==> config.mk <==
export PLATFORM = sky130hd
export DESIGN_NAME = wom2_codec
export DESIGN_NICKNAME = d
export VERILOG_FILES = /design/src/rtl/wom2_pkg.sv /design/src/rtl/wom2_decoder.sv /design/src/rtl/wom2_encoder.sv /design/src/rtl/wom2_cell_model.sv /design/src/rtl/wom2_codec.sv
export SDC_FILE = /design/constraint.sdc
export NUM_CORES = 1
export LEC_CHECK = 0
export CORE_MARGIN = 3
export CORE_UTILIZATION = 45
export DETAILED_ROUTE_END_ITERATION = 8
export PLACE_DENSITY = 0.78
export SLEW_MARGIN = 20
export SYNTH_ARGS = -nofsm -noshare
export SYNTH_HDL_FRONTEND = slang
export SYNTH_HIERARCHICAL = 1
export SYNTH_SLANG_ARGS = --single-unit
==> constraint.sdc <==
create_clock -name clk -period 3.3 [get_ports clk]
set_clock_uncertainty 0.15 [all_clocks]
set_input_delay 0.825 -clock clk [delete_from_list [all_inputs] [get_ports clk]]
set_output_delay 0.825 -clock clk [all_outputs]
set_load 0.02 [all_outputs]
==> src/rtl/wom2_pkg.sv <==
package wom2_pkg;
  localparam int CELLS  = 3;
  localparam int MSG_W  = 2;
  localparam int WNUM_W = 2;
  localparam int CNT_W  = 2;

  typedef logic [CELLS-1:0]  cells_t;
  typedef logic [MSG_W-1:0]  msg_t;
  typedef logic [WNUM_W-1:0] wnum_t;

  typedef enum logic [WNUM_W-1:0] {
    WR_FIRST  = 2'd0,
    WR_SECOND = 2'd1,
    WR_THIRD  = 2'd2
  } write_idx_e;

  // Light pattern: 0 -> none set, k -> cell k-1 set.
  function automatic cells_t light_pattern(input msg_t m);
    cells_t p;
    p = '0;
    if (m != '0) p = cells_t'(1) << (m - msg_t'(1));
    return p;
  endfunction
endpackage

==> src/rtl/wom2_decoder.sv <==
module wom2_decoder
  import wom2_pkg::*;
(
  input  cells_t state_i,
  output msg_t   msg_o,
  output logic   heavy_o
);
  localparam int WGT_W = $clog2(CELLS + 1);
  logic [WGT_W-1:0] weight;
  cells_t           base;

  always_comb begin
    weight = '0;
    for (int i = 0; i < CELLS; i++) weight = weight + WGT_W'(state_i[i]);
  end

  assign heavy_o = (weight >= WGT_W'(2));
  assign base    = heavy_o ? ~state_i : state_i;

  always_comb begin
    msg_o = '0;
    for (int i = 0; i < CELLS; i++)
      if (base[i]) msg_o = msg_t'(i + 1);
  end
endmodule

==> src/rtl/wom2_encoder.sv <==
module wom2_encoder
  import wom2_pkg::*;
(
  input  msg_t   msg_i,
  input  wnum_t  wnum_i,
  input  cells_t state_i,
  output cells_t state_o,
  output logic   err_o
);
  msg_t   stored;
  logic   heavy_unused;
  cells_t cand;
  logic   clears;
  logic   late;

  wom2_decoder u_cur_dec (
    .state_i (state_i),
    .msg_o   (stored),
    .heavy_o (heavy_unused)
  );

  always_comb begin
    unique case (wnum_i)
      WR_FIRST:  cand = light_pattern(msg_i);
      WR_SECOND: cand = (stored == msg_i) ? state_i : ~light_pattern(msg_i);
      default:   cand = state_i;
    endcase
  end

  assign late    = (wnum_i >= wnum_t'(WR_THIRD));
  assign clears  = |(state_i & ~cand);
  assign err_o   = late | clears;
  assign state_o = err_o ? state_i : cand;
endmodule

==> src/rtl/wom2_cell_model.sv <==
module wom2_cell_model
  import wom2_pkg::*;
(
  input  logic             clk,
  input  logic             rst_n,
  input  logic             valid_i,
  output logic             ready_o,
  input  msg_t             msg_i,
  output cells_t           state_o,
  output msg_t             msg_o,
  output logic             err_o,
  output logic [CNT_W-1:0] count_o
);
  localparam logic [CNT_W-1:0] CNT_SAT = CNT_W'(WR_THIRD);

  cells_t           state_q;
  logic [CNT_W-1:0] count_q;
  logic             err_q;
  cells_t           next_state;
  logic             next_err;
  logic             heavy_unused;
  logic             take;

  assign ready_o = rst_n;
  assign take    = valid_i & ready_o;

  wom2_encoder u_enc (
    .msg_i   (msg_i),
    .wnum_i  (wnum_t'(count_q)),
    .state_i (state_q),
    .state_o (next_state),
    .err_o   (next_err)
  );

  wom2_decoder u_dec (
    .state_i (state_q),
    .msg_o   (msg_o),
    .heavy_o (heavy_unused)
  );

  always_ff @(posedge clk) begin
    if (!rst_n) begin
      state_q <= '0;
      count_q <= '0;
      err_q   <= 1'b0;
    end else begin
      err_q <= take & next_err;
      if (take) begin
        state_q <= next_state;
        if (count_q != CNT_SAT) count_q <= count_q + 1'b1;
      end
    end
  end

  assign state_o = state_q;
  assign err_o   = err_q;
  assign count_o = count_q;
endmodule

==> src/rtl/wom2_codec.sv <==
module wom2_codec
  import wom2_pkg::*;
#(
  parameter bit MODEL_EN = 1'b1
) (
  input  logic       clk,
  input  logic       rst_n,
  input  logic [1:0] enc_msg,
  input  logic [1:0] enc_wnum,
  input  logic [2:0] enc_state_in,
  output logic [2:0] enc_state_out,
  output logic       enc_err,
  input  logic [2:0] dec_state_in,
  output logic [1:0] dec_msg,
  input  logic       wr_valid,
  output logic       wr_ready,
  input  logic [1:0] wr_msg,
  output logic [2:0] cell_state,
  output logic [1:0] cell_msg,
  output logic       wr_err
);
  logic             dec_heavy_unused;
  logic [CNT_W-1:0] wr_count;

  wom2_encoder u_enc (
    .msg_i   (enc_msg),
    .wnum_i  (enc_wnum),
    .state_i (enc_state_in),
    .state_o (enc_state_out),
    .err_o   (enc_err)
  );

  wom2_decoder u_dec (
    .state_i (dec_state_in),
    .msg_o   (dec_msg),
    .heavy_o (dec_heavy_unused)
  );

  generate
    if (MODEL_EN) begin : g_model
      wom2_cell_model u_model (
        .clk     (clk),
        .rst_n   (rst_n),
        .valid_i (wr_valid),
        .ready_o (wr_ready),
        .msg_i   (wr_msg),
        .state_o (cell_state),
        .msg_o   (cell_msg),
        .err_o   (wr_err),
        .count_o (wr_count)
      );
    end else begin : g_no_model
      assign wr_ready   = 1'b0;
      assign cell_state = '0;
      assign cell_msg   = '0;
      assign wr_err     = 1'b0;
      assign wr_count   = '0;
    end
  endgenerate
endmodule

==> summary.md, run 1 <==
| Metric | Value |
|---|---|
| Routed vias | `1256` |
| CP startpoint kind | `input pin` |
| Crit path kind | `in2out` |
| Nets | `204` |
| Initial Utilization | `49.6%` |
| Row count | `17` |
| CTS Buf Count | `3` |
| Vias/cell | `5.98` |
| Status | `complete, but fails checks` |
| Syn. warnings | `6` |
| Final setup violating endpoints | `4` |
| Req. time, crit path | `2.32 ns` |
| Hold Path Class | `reg2reg` |
| PD cells | `311 nW/um2` |
| Io pins | `28` |
| Pins Over Slew Limit | `0` |
| Post-route setup slack | `-0.221 ns` |
| Antenna viol nets, final | `0` |
| Fmax | `284 MHz` |
| Area growth syn-to-layout | `47.9%` |
| Final min period | `3.52 ns` |
| Final hold vios | `0` |
| Total wire length | `3110 um` |
| Synth Instances | `137` |
| Antenna violations before repair | `0` |
| Total global routing overflow | `0` |
| Clock Latency Late Sink | `0.24 ns` |
| Initial drt markers | `51` |
| Clk root buf | `clkbuf_4` |
| Post-Syn Area | `1150 um2` |
| Die ar. | `3200 um2` |
| Post-DP HPWL | `2300 um` |
| Worst-margin pin slew | `0.531 ns` |
| Leakage | `0.694 nW` |
| WP data arrival | `2.55 ns` |
| # diodes | `0` |
| Setup TNS | `-0.598 ns` |
| Core area | `2320 um2` |
| Hold-fix buffers, CTS | `0` |
| # port buffers | `27` |
| First-pass GRT wire length | `5280 um` |
| DRT Pass-1 Iters | `4` |
| Worst path slowest cell | `ha_4` |
| Syn_area_per_cell | `8.40 um2` |
| Fin util | `73.4%` |
| Die H | `56.6 um` |
| Total chip power | `0.529 mW` |
| # H-tree levels | `1` |
| Crit path largest cell delay | `0.25 ns` |
| Maximum vdd drop | `0.235 mV` |
| Layout cells sized above 1 | `40.1%` |
| Largest net degree at the start of global routing | `18` |
| Crit path capture type | `primary output` |
| Clk buf depth | `2` |
| Crit-path max FO | `3` |
| Gr usage total | `20.2%` |
| RSZ-0062 raised after global routing | `yes` |
| DR WL/cell | `14.8 um` |
| Number of global-route vias before repair | `1246` |
| Fill count | `173` |
| Total of max-cap violations | `0` |
| Clk sinks | `6` |
| Tcrit/Tclk final | `107%` |
| CTS tree | `built` |
| Worst path top cell family by delay | `compound AO/OA/AOI/OAI gates` |
| Post-Syn Nets | `157` |
| Worst-path clk slew | `0.04 ns` |
| Placer Congestion | `0.839` |
| Die X-Extent | `56.6 um` |
| Failing checks | `negative setup slack` |
| CP bufs+invs | `3` |
| Worst rel slew slack | `64.5%` |
| Cell Chain, Critical Path | `buf_8 -> ha_4 -> and4_4 -> a311oi_4 -> buf_4 -> and3b_1 -> o21ai_2 -> o311ai_2 -> a31o_1 -> buf_6` |
| DRC Markers | `0` |
-- worst register-to-register path: stages (launching register included) --
cell and delay [ns]:
dfxtp_1 0.33, buf_4 0.22, ha_1 0.28, and4_2 0.25
a311oi_1 0.26, buf_4 0.19, inv_1 0.07, a211oi_1 0.22
a21oi_1 0.12, a31o_1 0.22, mux2i_1 0.18, nor2b_1 0.06
-- repair_timing --
action	4_1_cts	5_1_grt
resized for setup	52	15
pin swaps	10	11
setup buffers	2	1
endpoints found under the setup margin	6	6
-- stage by stage --
stage / cells / setup slack (ns) / hold slack, ns / area (um2)
final: 210 / -0.221 / 0.496 / 1700
after global routing: 210 / -0.303 / 0.516 / 1700
after CTS: 209 / -0.255 / 0.502 / 1640
after detailed placement: 204 / -1.08 / 0.496 / 1550
after global placement: 204 / -1.03 / 0.471 / 1550
after floorplan: 137 / -0.0155 / 0.340 / 1170
-- flip-flops by register name, indices dropped and copies added, names as in the netlist --
name / flops
g_model.u_model/count_o: 2
g_model.u_model/err_o: 1
g_model.u_model/state_o: 3
-- final cells by class --
class	instances	area, um2	share of cell area (%)
repair buffers	50	452	26.5
clock buffers	3	22.5	1.32
inverters	7	26.3	1.54
flip-flops and latches	6	120	7.05
multi-input cells	116	1050	61.5
well taps	28	35.0	2.06
-- cell usage in the layout (no fill, tap or decap), types with 2 or more instances in the layout --
master,instances
a2111oi_1,2
a21oi_1,5
a21oi_2,4
a311oi_1,2
a31o_1,8
a31oi_2,2
and2b_4,2
and3b_1,2
and4_2,3
buf_4,22
buf_6,6
clkbuf_4,4
clkdlybuf4s50_1,17
dfxtp_1,6
ha_1,3
ha_4,2
inv_1,6
mux2i_1,3
nand2_1,3
nand2_4,2
nand2b_1,4
nand3_1,4
nor2_1,6
nor2b_1,8
nor2b_2,2
nor2b_4,4
nor3_2,2
o211a_1,3
o211ai_1,6
o21ai_0,2
o21ai_1,4
o22ai_1,2
o31a_2,4
xnor2_1,4
xor2_1,2
-- final timing paths --
path / cells after the start / to / slack [ns] / start
worst max-delay path: 10 / enc_state_out[0] / -0.22 / enc_state_in[0]
worst min-delay path: 1 / g_model.u_model/count_o[1]$_SDFFE_PN0P_ / 0.50 / g_model.u_model/count_o[1]$_SDFFE_PN0P_
worst max register to register: 11 / g_model.u_model/state_o[0]$_SDFFE_PN0P_ / 0.63 / g_model.u_model/state_o[2]$_SDFFE_PN0P_
worst min register to register: 1 / g_model.u_model/count_o[1]$_SDFFE_PN0P_ / 0.50 / g_model.u_model/count_o[1]$_SDFFE_PN0P_
-- report_power, final --
group          internal, mW  switching (mW)
sequential           0.0821          0.0189
combinational         0.185           0.176
clock                0.0411          0.0259
total                 0.308           0.221
-- metal layers --
| metal | GRT usage, % | vias to the layer above | part of all wire (%) | routed length (um) |
|---|---|---|---|---|
| met4 | 7.12 | 0 | 0 | 0 |
| li1 | - | 624 | - | - |
| met1 | 23.4 | 607 | 43 | 1350 |
| met3 | 2.30 | 0 | 2.9 | 91 |
| met2 | 37.3 | 25 | 54 | 1670 |
| met5 | 0 | - | 0 | 0 |
No activity file was read; power rests on OpenSTA's default activity.
==> run 2, diff against run 1 <==
--- a/config.mk
+++ b/config.mk
@@ -8,7 +8,9 @@
 export CORE_MARGIN = 3
 export CORE_UTILIZATION = 45
 export DETAILED_ROUTE_END_ITERATION = 8
-export PLACE_DENSITY = 0.78
+export HOLD_SLACK_MARGIN = 0.15
+export PLACE_DENSITY_LB_ADDON = 0.3
+export SKIP_CTS_REPAIR_TIMING = 1
 export SLEW_MARGIN = 20
 export SYNTH_ARGS = -nofsm -noshare
 export SYNTH_HDL_FRONTEND = slang
==> run 2 against run 1 <==
Compared with the run above: the flow still finishes with violations (negative setup slack); fmax decreased by 1.3%; count of clock-buffer cells in the layout unchanged; die area unchanged; utilization decreased by 2.9 points.
==> summary.md, run 2 (synthesis results as in run 1) <==
| Metric | Value |
|---|---|
| Core area | `2320 um2 (unchanged)` |
| Worst reg2reg path depth | `11 (unchanged)` |
| Failing checks | `negative setup slack` |
| Die X-Extent | `56.6 um (unchanged)` |
| Die H | `56.6 um (unchanged)` |
| Leakage | `0.681 nW (-1.9%)` |
| Maximum vdd drop | `0.216 mV (-8.4%)` |
| Clk sinks | `6 (unchanged)` |
| Vias/cell | `6.16 (+2.9%)` |
| First-pass GRT wire length | `5200 um (-1.6%)` |
| Tcrit/Tclk final | `108% (+1.5 points)` |
| Post-route setup slack | `-0.269 ns (-0.0482 ns)` |
| Number of global-route vias before repair | `1218 (-2.2%)` |
| Crit-path max FO | `5 (+2)` |
| Setup slack, reg-to-reg | `0.67 ns (+0.04 ns)` |
| # H-tree levels | `1 (unchanged)` |
| Total chip power | `0.525 mW (-0.70%)` |
| DR WL/cell | `15.4 um (+4.0%)` |
| CP startpoint kind | `input pin` |
| Area growth syn-to-layout | `42.1%` |
| Final min period | `3.57 ns (+0.0482 ns)` |
| Commonest non-fill, non-tap cell in the layout | `buf_4` |
| Hold Path Sink | `g_model.u_model/count_o[1]$_SDFFE_PN0P_` |
| Io pins | `28 (unchanged)` |
| WP data arrival | `2.59 ns (+0.04 ns)` |
| Row count | `17 (unchanged)` |
| Worst-margin pin slew | `0.567 ns (+0.0355 ns)` |
| Cell Chain, Critical Path | `buf_8 -> ha_4 -> and4_4 -> a311oi_4 -> and3b_1 -> o21ai_2 -> o311ai_2 -> a31o_1 -> buf_6` |
| Total of max-cap violations | `0 (unchanged)` |
| HP Start | `g_model.u_model/count_o[1]$_SDFFE_PN0P_` |
| Worst path slowest cell | `a311oi_4` |
| DRT Pass-1 Iters | `5 (+1)` |
| Nets | `200 (-2.0%)` |
| Total wire length | `3180 um (+2.1%)` |
| Antenna violations before repair | `0 (unchanged)` |
| CTS tree | `built` |
| Initial Utilization | `49.6% (unchanged)` |
| Initial drt markers | `57 (+12%)` |
| Req. time, crit path | `2.32 ns (about the same)` |
| Worst rel slew slack | `62.2% (-2.4 points)` |
| Clk root buf | `clkbuf_4` |
| Final setup violating endpoints | `4 (unchanged)` |
| # port buffers | `27 (unchanged)` |
| Post-DP HPWL | `2340 um (+2.0%)` |
| RR Endpoint | `g_model.u_model/state_o[0]$_SDFFE_PN0P_` |
| Largest net degree at the start of global routing | `18 (unchanged)` |
| Crit path kind | `in2out` |
| Area taken by flip-flops and latches | `120 um2 (unchanged)` |
| Crit Reg-Reg Startpoint | `g_model.u_model/state_o[0]$_SDFFE_PN0P_` |
| PD cells | `321 nW/um2 (+3.4%)` |
| Hold depth | `1 (unchanged)` |
| Gr usage total | `19.9% (-0.26 points)` |
| DRC Markers | `0 (unchanged)` |
| Crit path largest cell delay | `0.38 ns (+0.13 ns)` |
| Worst-path clk slew | `0.06 ns (+0.02 ns)` |
| Routed vias | `1268 (+0.96%)` |
| # diodes | `0 (unchanged)` |
| Fill count | `184 (+6.4%)` |
| Final hold vios | `0 (unchanged)` |
| Layout cells sized above 1 | `35.4% (-4.7 points)` |
| Total global routing overflow | `0 (unchanged)` |
| Hold Path Class | `reg2reg` |
| Clock Latency Late Sink | `0.26 ns (+0.02 ns)` |
| Pins Over Slew Limit | `0 (unchanged)` |
| RSZ-0062 raised after global routing | `yes` |
| Crit path capture type | `primary output` |
| Status | `complete, but fails checks` |
| Clk buf depth | `2 (unchanged)` |
| CTS Buf Count | `3 (unchanged)` |
| Placer Congestion | `0.983 (+17%)` |
| Multi-input gate area | `1010 um2 (-3.7%)` |
| Die ar. | `3200 um2 (unchanged)` |
| Largest register FFs | `3 (unchanged)` |
| Antenna viol nets, final | `0 (unchanged)` |
| Post-placement worst setup slack | `-1.08 ns (-0.00358 ns)` |
| Fmax | `280 MHz (-1.3%)` |
| Most frequent cells in the layout | `20 x buf_4, 17 x clkdlybuf4s50_1, 8 x nor2b_1, 8 x a31o_1` |
-- run 2: metrics by stage --
step / hold WS (ns) / util [%] / instance area, um2 / setup TNS, ns / instances
final: 0.520 / 70.5 / 1640 / -0.781 / 206
after floorplan: 0.340 / - / 1170 / -0.0231 / 137
after global routing: 0.540 / 70.5 / 1640 / -1.04 / 206
after CTS: 0.512 / 66.9 / 1550 / -4.87 / 204
after detailed placement: 0.503 / 65.9 / 1530 / -4.84 / 201
after global placement: 0.475 / 65.9 / 1530 / -4.60 / 201
-- run 2: power by group --
group | leakage [nW] | switching (mW) | internal (mW) | total, mW
combinational | 0.618 | 0.171 | 0.178 | 0.349
clock | 0.0138 | 0.0332 | 0.0416 | 0.0748
sequential | 0.0494 | 0.0193 | 0.0820 | 0.101
-- run 2: routing by layer --
metal	vias up	share of wire (%)	GRT usage, %
met2	44	49	35.8
met5	-	0	0
met4	0	0.85	4.75
met3	6	5.5	4.83
li1	619	-	-
met1	599	45	23.4
-- run 2: worst max-delay path: cells and delay by family --
family,cells,cell delay (ns)
buffers and inverters,2,0.23
AOI/OAI and AO/OA,4,0.87
and+or+nand+nor,2,0.43
adders and majority gates,1,0.24
-- run 2: how the worst max path moves through the flow --
stage / from / slack (ns) / to
2_1_floorplan: enc_state_in[0] / -0.02 / enc_state_out[2]
3_3_place_gp: enc_state_in[0] / -1.09 / enc_state_out[0]
3_5_place_dp: enc_state_in[0] / -1.08 / enc_state_out[2]
4_1_cts: enc_state_in[0] / -1.08 / enc_state_out[0]
5_1_grt: enc_state_in[2] / -0.33 / enc_state_out[0]
6_report: enc_state_in[2] / -0.27 / enc_state_out[0]
-- run 2: area by class of cell --
type / count / share of cell area [%]
clock buffers: 3 / 1.38
well taps: 28 / 2.14
inverters: 7 / 1.61
flip-flops and latches: 6 / 7.35
repair buffers: 46 / 25.9
multi-input cells: 116 / 61.7
==> run 3, diff against run 2 <==
--- a/config.mk
+++ b/config.mk
@@ -6,7 +6,7 @@
 export NUM_CORES = 1
 export LEC_CHECK = 0
 export CORE_MARGIN = 3
-export CORE_UTILIZATION = 45
+export CORE_UTILIZATION = 41
 export DETAILED_ROUTE_END_ITERATION = 8
 export HOLD_SLACK_MARGIN = 0.15
 export PLACE_DENSITY_LB_ADDON = 0.3
==> constraint.sdc (replaced) <==
create_clock -name clk -period 3.3 [get_ports clk]
set_clock_uncertainty 0.15 [all_clocks]
set_input_delay 0.66 -clock clk [delete_from_list [all_inputs] [get_ports clk]]
set_output_delay 0.66 -clock clk [all_outputs]
set_load 0.02 [all_outputs]
==> run 3 against run 2 <==
Compared with the run above: the run now ends clean; flip-flop and latch count is the same; sequential power increased by 8%; first-iteration DRC count is 51% lower; via count decreased by 3.4%; total power decreased by 5.1%; critical path depth is 1 higher; utilization shrank 10 points; worst setup slack better by 0.33 ns; sequential share of layout area up 0.43 points; count of clock-buffer cells in the layout is the same; routed wire length fell by 7.0%; fmax rose by 10%; critical endpoint is now enc_state_out[1]; largest cell class unchanged.
==> summary.md, run 3 (synthesis results as in run 1) <==
| Metric | Value |
|---|---|
| Most frequent cells in the layout | `19 x clkdlybuf4s50_1, 13 x buf_4, 8 x nor2b_1, 8 x a31o_1, 7 x inv_1` |
| Tcrit/Tclk final | `98.1% (-10 points)` |
| Crit path kind | `in2out` |
| Placer Congestion | `0.915 (-6.9%)` |
| # port buffers | `27 (unchanged)` |
| CTS tree | `built` |
| Commonest non-fill, non-tap cell in the layout | `clkdlybuf4s50_1` |
| Nets | `194 (-3.0%)` |
| Die X-Extent | `59.0 um (+4.3%)` |
| # diodes | `0 (unchanged)` |
| Worst-path clk slew | `0.05 ns (about the same)` |
| Area growth syn-to-layout | `34.2%` |
| Total of max-cap violations | `0 (unchanged)` |
| Total wire length | `2960 um (-7.0%)` |
| RSZ-0062 raised after global routing | `yes` |
| CTS Buf Count | `3 (unchanged)` |
| Clock Latency Late Sink | `0.24 ns (-0.02 ns)` |
| Post-DP Area | `1480 um2 (-3.4%)` |
| Cell Chain, Critical Path | `clkbuf_2 -> ha_4 -> and4_2 -> a311oi_2 -> buf_4 -> inv_1 -> o21ai_1 -> o211ai_1 -> a31o_1 -> clkbuf_2` |
| Clk buf depth | `2 (unchanged)` |
| Crit path largest cell delay | `0.26 ns (-0.12 ns)` |
| Fmax | `309 MHz (+10%)` |
| Hold Path Class | `reg2reg` |
| Post-placement worst setup slack | `-0.785 ns (+0.295 ns)` |
| DRT Pass-1 Iters | `4 (-1)` |
| Final hold vios | `0 (unchanged)` |
| Pins Over Slew Limit | `0 (unchanged)` |
| Post-route cell area | `1550 um2 (-5.5%)` |
| Layout cells sized above 1 | `31.4% (-4.0 points)` |
| Routed vias | `1225 (-3.4%)` |
| Post-DP HPWL | `2190 um (-6.7%)` |
| Number of global-route vias before repair | `1156 (-5.1%)` |
| Core area | `2570 um2 (+11%)` |
| Leakage | `0.632 nW (-7.1%)` |
| Antenna viol nets, final | `0 (unchanged)` |
| Die H | `59.0 um (+4.3%)` |
| Final setup violating endpoints | `0 (-4)` |
| Post-route setup slack | `0.0632 ns (+0.333 ns)` |
| Req. time, crit path | `2.49 ns (+0.17 ns)` |
| Total global routing overflow | `0 (unchanged)` |
| Fill count | `245 (+33%)` |
| Initial Utilization | `44.8% (-4.8 points)` |
| Gr usage total | `16.9% (-3.0 points)` |
| Initial drt markers | `28 (-51%)` |
| Antenna violations before repair | `0 (unchanged)` |
| Die ar. | `3480 um2 (+8.7%)` |
| Status | `completed` |
| Vias/cell | `6.06 (-1.5%)` |
| Clk sinks | `6 (unchanged)` |
| Clk root buf | `clkbuf_4` |
| Crit path capture type | `primary output` |
| Fin util | `60.2% (-10 points)` |
| CP startpoint kind | `input pin` |
| # H-tree levels | `1 (unchanged)` |
| Io pins | `28 (unchanged)` |
| Worst-margin pin slew | `0.555 ns (-0.0113 ns)` |
| Row count | `18 (+1)` |
| PD cells | `322 nW/um2 (+0.38%)` |
| DRC Markers | `0 (unchanged)` |
| Most used cell, CP | `clkbuf_2` |
| WP data arrival | `2.43 ns (-0.16 ns)` |
| DR WL/cell | `14.6 um (-5.1%)` |
| Largest net degree at the start of global routing | `18 (unchanged)` |
| Crit-path max FO | `6 (+1)` |
| Worst rel slew slack | `62.9% (+0.76 points)` |
| Worst path slowest cell | `ha_4` |
| First-pass GRT wire length | `4750 um (-8.6%)` |
| Final min period | `3.24 ns (-0.333 ns)` |
| Largest register FFs | `3 (unchanged)` |
| Maximum vdd drop | `0.230 mV (+6.7%)` |
run 3: cell count changes in the layout (fill, tap and decap cells not counted), sizes merged:
cell	delta
buf	-11
clkbuf	+4
clkdlybuf4s50	+2
dlymetal6s2s	-1
run 3: cell type report:
class                           count  area [um2]  area share, %
Multi-Input combinational cell    116         990           64.0
Inverter                            7        26.3           1.70
Sequential cell                     6         120           7.77
Tap cell                           30        37.5           2.43
Timing Repair Buffer               40         349           22.6
Clock buffer                        3        22.5           1.46
run 3: metal layers:
metal	wire length, um	global-route usage (%)	up-vias
met4	25	7.12	0
met1	1190	19.1	574
li1	-	-	603
met2	1620	32.2	44
met5	0	0	-
met3	124	1.09	4
run 3: path summary, 6_finish.rpt:
path              cells after the start                                     from                                 endpoint  slack (ns)
setup / recovery                     10                          enc_state_in[2]                         enc_state_out[1]        0.06
hold / removal                        1  g_model.u_model/count_o[1]$_SDFFE_PN0P_  g_model.u_model/count_o[1]$_SDFFE_PN0P_        0.51
setup reg to reg                     10  g_model.u_model/state_o[0]$_SDFFE_PN0P_  g_model.u_model/state_o[0]$_SDFFE_PN0P_        0.61
hold reg to reg                       1  g_model.u_model/count_o[1]$_SDFFE_PN0P_  g_model.u_model/count_o[1]$_SDFFE_PN0P_        0.51
run 3: power by group:
group / internal (mW) / leakage, nW / total, mW / switching, mW
Clock: 0.0411 / 0.0138 / 0.0676 / 0.0265
Sequential: 0.0821 / 0.0494 / 0.109 / 0.0271
Combinational: 0.164 / 0.569 / 0.321 / 0.158
run 3: stage by stage:
step / total power, mW / hold WS, ns / std cells / setup TNS [ns]
final: 0.498 / 0.506 / 202 / 0
after global routing: 0.537 / 0.534 / 202 / -0.0487
after CTS: 0.492 / 0.486 / 202 / -3.21
after detailed placement: 0.421 / 0.472 / 199 / -3.10
after global placement: 0.408 / 0.464 / 199 / -2.79
after floorplan: 0.312 / 0.340 / 137 / 0
run 3: worst max-delay path: cells and delay by family:
family                     cells  cell delay [ns]
adders and majority gates      1             0.26
AOI/OAI and AO/OA              4             0.72
and+or+nand+nor                1             0.24
buffers and inverters          4             0.54
